==> src/rtl/e1tx_pkg.sv <==
package e1tx_pkg;

  localparam int unsigned SLOT_BITS = 8;   // bits per timeslot
  localparam int unsigned SLOTS     = 32;  // timeslots per frame
  localparam int unsigned MF_SHORT  = 2;   // double-frame period
  localparam int unsigned MF_LONG   = 16;  // CRC multiframe period

  typedef struct packed {
    logic structured;
    logic crc_mf;
  } mode_t;

endpackage

==> src/rtl/e1tx_prescale.sv <==
module e1tx_prescale #(
  parameter int unsigned CLK_PER_BIT = 4
) (
  input  logic clk,
  input  logic rst_n,
  output logic bit_stb,
  output logic bit_first
);

  localparam int unsigned CW = (CLK_PER_BIT > 1) ? $clog2(CLK_PER_BIT) : 1;

  logic [CW-1:0] cnt_q, cnt_d;

  assign bit_stb   = (cnt_q == CW'(CLK_PER_BIT - 1));
  assign bit_first = (cnt_q == '0);

  always_comb begin
    cnt_d = cnt_q;
    if (bit_stb) cnt_d = '0;
    else         cnt_d = cnt_q + 1'b1;
  end

  always_ff @(posedge clk or negedge rst_n) begin
    if (!rst_n) cnt_q <= '0;
    else        cnt_q <= cnt_d;
  end

endmodule

==> src/rtl/e1tx_counters.sv <==
module e1tx_counters
  import e1tx_pkg::*;
#(
  parameter int unsigned FRAME_BITS = 256,
  parameter int unsigned MF_S       = 2,
  parameter int unsigned MF_L       = 16,
  localparam int unsigned POS_W     = $clog2(FRAME_BITS),
  localparam int unsigned FR_W      = $clog2(MF_L)
) (
  input  logic             clk,
  input  logic             rst_n,
  input  logic             bit_stb,
  input  mode_t            cfg_mode,
  output logic [POS_W-1:0] bit_pos,
  output logic [FR_W-1:0]  frame_idx,
  output mode_t            act_mode
);

  logic [POS_W-1:0] pos_q, pos_d;
  logic [FR_W-1:0]  fr_q, fr_d;
  mode_t            mode_q, mode_d;
  logic             frame_end;
  logic             period_end;

  assign frame_end  = (pos_q == POS_W'(FRAME_BITS - 1));
  assign period_end = mode_q.crc_mf ? (fr_q == FR_W'(MF_L - 1))
                                    : (fr_q == FR_W'(MF_S - 1));

  // Mode is taken up only where a multiframe under the old period ends.
  always_comb begin
    pos_d  = pos_q;
    fr_d   = fr_q;
    mode_d = mode_q;
    if (bit_stb) begin
      if (frame_end) begin
        pos_d = '0;
        if (period_end) begin
          fr_d   = '0;
          mode_d = cfg_mode;
        end else begin
          fr_d = fr_q + 1'b1;
        end
      end else begin
        pos_d = pos_q + 1'b1;
      end
    end
  end

  always_ff @(posedge clk or negedge rst_n) begin
    if (!rst_n) begin
      pos_q  <= '0;
      fr_q   <= '0;
      mode_q <= '{structured: 1'b1, crc_mf: 1'b0};
    end else begin
      pos_q  <= pos_d;
      fr_q   <= fr_d;
      mode_q <= mode_d;
    end
  end

  assign bit_pos   = pos_q;
  assign frame_idx = fr_q;
  assign act_mode  = mode_q;

endmodule

==> src/rtl/e1tx_pulses.sv <==
module e1tx_pulses #(
  parameter int unsigned POS_W = 8,
  parameter int unsigned SB_W  = 3,
  parameter int unsigned FR_W  = 4,
  localparam int unsigned TS_W = POS_W - SB_W
) (
  input  logic             bit_first,
  input  logic [POS_W-1:0] bit_pos,
  input  logic [FR_W-1:0]  frame_idx,
  input  logic             act_structured,
  input  logic             mf_pol,
  output logic [TS_W-1:0]  ts_idx,
  output logic             slot_last,
  output logic             frm_sync,
  output logic             mf_sync,
  output logic             byte_req
);

  logic mf_hit;

  assign ts_idx    = bit_pos[POS_W-1:SB_W];
  assign slot_last = &bit_pos[SB_W-1:0];
  assign frm_sync  = (bit_pos == '0);
  assign mf_hit    = act_structured && frm_sync && (frame_idx == '0);
  assign mf_sync   = mf_pol ? mf_hit : ~mf_hit;
  assign byte_req  = bit_first && slot_last;

endmodule

==> src/rtl/e1tx_serializer.sv <==
module e1tx_serializer #(
  parameter int unsigned W = 8
) (
  input  logic         clk,
  input  logic         rst_n,
  input  logic         bit_stb,
  input  logic         slot_last,
  input  logic [W-1:0] byte_in,
  output logic         ser_out
);

  logic [W-1:0] sh_q, sh_d;

  always_comb begin
    sh_d = sh_q;
    if (bit_stb) begin
      if (slot_last) sh_d = byte_in;
      else           sh_d = {sh_q[W-2:0], 1'b0};
    end
  end

  always_ff @(posedge clk or negedge rst_n) begin
    if (!rst_n) sh_q <= '0;
    else        sh_q <= sh_d;
  end

  assign ser_out = sh_q[W-1];

endmodule

==> src/rtl/e1_tx_frame_gen.sv <==
module e1_tx_frame_gen
  import e1tx_pkg::*;
#(
  parameter int unsigned CLK_PER_BIT = 4,
  parameter int unsigned SLOT_W      = SLOT_BITS,
  parameter int unsigned NUM_SLOTS   = SLOTS,
  parameter int unsigned MF_S        = MF_SHORT,
  parameter int unsigned MF_L        = MF_LONG,
  localparam int unsigned FRAME_BITS = SLOT_W * NUM_SLOTS,
  localparam int unsigned POS_W      = $clog2(FRAME_BITS),
  localparam int unsigned SB_W       = $clog2(SLOT_W),
  localparam int unsigned TS_W       = POS_W - SB_W,
  localparam int unsigned FR_W       = $clog2(MF_L)
) (
  input  logic              clk,
  input  logic              rst_n,
  input  logic              cfg_structured,
  input  logic              cfg_crc_mf,
  input  logic              cfg_mf_pol,
  input  logic [SLOT_W-1:0] byte_in,
  output logic              bit_stb,
  output logic [POS_W-1:0]  bit_pos,
  output logic [TS_W-1:0]   ts_idx,
  output logic              frm_sync,
  output logic              mf_sync,
  output logic              byte_req,
  output logic              ser_out
);

  logic            bit_first;
  logic            slot_last;
  logic [FR_W-1:0] frame_idx;
  mode_t           cfg_mode;
  mode_t           act_mode;

  assign cfg_mode = '{structured: cfg_structured, crc_mf: cfg_crc_mf};

  e1tx_prescale #(.CLK_PER_BIT(CLK_PER_BIT)) u_pre (
    .clk       (clk),
    .rst_n     (rst_n),
    .bit_stb   (bit_stb),
    .bit_first (bit_first)
  );

  e1tx_counters #(.FRAME_BITS(FRAME_BITS), .MF_S(MF_S), .MF_L(MF_L)) u_cnt (
    .clk       (clk),
    .rst_n     (rst_n),
    .bit_stb   (bit_stb),
    .cfg_mode  (cfg_mode),
    .bit_pos   (bit_pos),
    .frame_idx (frame_idx),
    .act_mode  (act_mode)
  );

  e1tx_pulses #(.POS_W(POS_W), .SB_W(SB_W), .FR_W(FR_W)) u_pls (
    .bit_first      (bit_first),
    .bit_pos        (bit_pos),
    .frame_idx      (frame_idx),
    .act_structured (act_mode.structured),
    .mf_pol         (cfg_mf_pol),
    .ts_idx         (ts_idx),
    .slot_last      (slot_last),
    .frm_sync       (frm_sync),
    .mf_sync        (mf_sync),
    .byte_req       (byte_req)
  );

  e1tx_serializer #(.W(SLOT_W)) u_ser (
    .clk       (clk),
    .rst_n     (rst_n),
    .bit_stb   (bit_stb),
    .slot_last (slot_last),
    .byte_in   (byte_in),
    .ser_out   (ser_out)
  );

endmodule

==> config.mk <==
export PLATFORM = sky130hd
export DESIGN_NAME = e1_tx_frame_gen
export DESIGN_NICKNAME = d
export VERILOG_FILES = /design/src/rtl/e1tx_pkg.sv /design/src/rtl/e1tx_prescale.sv /design/src/rtl/e1tx_counters.sv /design/src/rtl/e1tx_pulses.sv /design/src/rtl/e1tx_serializer.sv /design/src/rtl/e1_tx_frame_gen.sv
export SDC_FILE = /design/constraint.sdc
export NUM_CORES = 1
export LEC_CHECK = 0
export BUFFER_PORTS_ARGS = -buffer_cell sky130_fd_sc_hd__clkbuf_2
export CORE_UTILIZATION = 55
export DETAILED_ROUTE_END_ITERATION = 12
export PLACE_DENSITY = 0.82
export SYNTH_ARGS = -nofsm -noshare
export SYNTH_HDL_FRONTEND = slang
export SYNTH_HIERARCHICAL = 1
export SYNTH_SLANG_ARGS = --single-unit
==> constraint.sdc <==
create_clock -name clk -period 3.6 [get_ports clk]
set_clock_uncertainty 0.05 [all_clocks]
set_input_delay 0.36 -clock clk [delete_from_list [all_inputs] [get_ports clk]]
set_output_delay 0.36 -clock clk [all_outputs]
set_load 0.03 [all_outputs]
==> impl_metrics.ini <==
[run_status]
status = completed

[critical_path]
crit_type = reg2out
cp-end-kind = primary output
timing.rr.start = u_cnt/bit_pos[0]
cp_max_fo = 7
r2r_setup_slack_ns = 1.92
startpoint_type = flop
critPathRequiredTime_ns = 3.19
r2r_end = u_cnt/frame_idx[3]
startpoint = u_cnt/bit_pos[5]
r2r_cells = 5
arrival_ns = 2.02

[job]
cap_violations = 0

[power_and_ir_drop]
p_seq_share_pct = 63.2
clockPowerShare_pct = 32.3
p_per_area_nw_per_um2 = 305
p_switching_mw = 0.0901
switching_share_pct = 20.9
vdd_drop_max_mv = 0.284
internal_power_mw = 0.342
combPwrFrac_pct = 4.4
leakagePower_nw = 0.656

[synthesis]
ys_dominant_reg_cell = dfrtp_1
syn_avg_cell_area_um2 = 10.9
syn_area_um2 = 1250
ys_ff_latch = 24
yosys.area.top_type = dfrtp_1
synth_nets = 132
yosysWarnings = 6
synth-edff-count = 0
yosysMostFrequentCell = dfrtp_1
async_reset_ff_share_pct = 100
yosysTopAreaCellShare_pct = 46.0
ys_top_cells_by_count = dfrtp_1 (23), nor2_1 (12), a21oi_1 (8)
syn_inst = 115
yosysSeqAreaShare_pct = 48.1
netlist_top_cells_area = dfrtp_1 (46%), mux2i_1 (5.6%), xnor2_1 (4.9%)
yosysUniqueCellTypes = 32

[timing]
period_needed_ns = 2.43
tns_ns = 0
grt_setup_unrepaired = false
setup_ws_ns = 1.17
report.final.hold_viol_count = 0
setup_violations = 0
maxSlewHeadroom_pct = 61.4
worstMarginPinSlew_ns = 0.578
report.final.slew_viol_count = 0
period_share_pct = 67.6
max_freq_mhz = 411

[min_path]
min_from = cfg_structured
holdPathStages = 2
whs_endpoint = u_cnt/act_mode[1]
min_path_type = in2reg

[placement]
place_congestion = 0.885
portBuffers = 30
placed_cell_area_um2 = 1370
dp_hpwl_um = 1710
place_ws_ns = 1.52

[global_route]
track_usage_pct = 21.3
grt_overflow = 0
grt_max_degree = 25
grt_pass1_wl_um = 3970
antenna_found_initial = 0
grt_pass1_vias = 878

[cells_and_area]
n_antenna_cell = 0
syn_to_final_growth_pct = 13.0
postLayoutCellArea_um2 = 1420
drive_gt1_share_pct = 31.7
nNetsFinal = 160
nFillCells = 161
fin_util_pct = 69.3

[clocking]
clock_latency_ns = 0.32
htreeDepth = 1
cts_post_setup_buffers_inserted = 0
cts_buffers = 3
cts_tree = built
cts.reportedPaths.clkPinSlew_ns = 0.12
cts_root_buf = clkbuf_4
post_cts_resized = 0
clockBufferDepth = 2
cts.sink_count = 24
postCtsHoldBufs = 1

[route]
drc = 0
drtIter0Drc = 11
ant_nets = 0
wire_per_inst_um = 13.7
wl_um = 2320
vias = 919
viasPerCell = 5.44
dr.pass1.iters = 4

[floorplanning]
die_height_um = 49.7
start_util_pct = 61.3
core-area_um2 = 2040
boundaryPins = 31
dieArea_um2 = 2470
num_rows = 16
die_w_um = 49.7
metrics by stage:
stage	hold WS, ns	std cells	power (mW)
after floorplan	0.0144	115	0.284
after global placement	0.335	164	0.297
after detailed placement	0.338	164	0.297
after CTS	0.204	169	0.437
after global routing	0.209	169	0.451
final	0.211	169	0.432
cell usage in the layout (no fill, tap or decap), types with 3 or more instances in the layout:
cell type / netlist / final
xnor2_1: 7 / 7
nand2_1: 6 / 6
nand3_1: 5 / 5
nor2_1: 12 / 12
clkbuf_2: 0 / 30
ha_1: 4 / 4
dfrtp_1: 23 / 23
mux2i_1: 7 / 7
clkbuf_4: 0 / 3
inv_1: 5 / 5
nand4_1: 3 / 3
a21oi_1: 8 / 8
per-layer routing:
metal | global-route usage [%] | vias to the layer above | routed length (µm)
met5 | 0 | - | 0
met4 | 10.0 | 0 | 44
met3 | 2.47 | 5 | 95
met2 | 35.6 | 31 | 1140
met1 | 27.4 | 435 | 1040
li1 | - | 448 | -
kinds of logic (layout without fill, tap and decap cells):
kind of cell	count (synthesis)	in the layout	share of synthesized area, %
compound gates	14	14	6.19
fa+ha+maj	4	4	4.00
mux	10	10	8.29
buf+inv	14	41	7.49
simple gates	40	40	19.7
xor+xnor	9	9	6.29
flops	24	24	48.1
final cells by class:
cell class	instances	area [µm²]	area share [%]
sequential	24	602	42.5
multi-input combinational	77	557	39.3
timing repair buffer	32	168	11.8
clock buffer	4	36.3	2.56
tap	27	33.8	2.39
inverter	5	18.8	1.33
power by group through the flow:
stage	clock network (mW)	logic, mW	registers (mW)
floorplan	0	0.00461	0.279
global placement	0	0.0187	0.278
detailed placement	0	0.0190	0.278
CTS	0.144	0.0199	0.273
global route	0.155	0.0221	0.273
finish	0.140	0.0192	0.273
worst max-delay path by stage:
| stage | endpoint |
|---|---|
| 4_1_cts | mf_sync |
| 6_report | mf_sync |
| 2_1_floorplan | mf_sync |
| 3_5_place_dp | mf_sync |
| 5_1_grt | mf_sync |
| 3_3_place_gp | mf_sync |
sequential cells by signal, indices dropped and copies added, names as in the netlist:
name and count:
u_cnt/frame_idx 4, u_ser/sh_q 8, u_cnt/bit_pos 8, u_cnt/act_mode 2
u_pre/cnt_q 2
critical path, cell delays in order (launching register included):
cell and delay, ns:
dfrtp_1 0.47, or4_4 0.57, nor4_2 0.28, xnor2_1 0.16, clkbuf_2 0.23
Power figures use the tool's default switching activity.
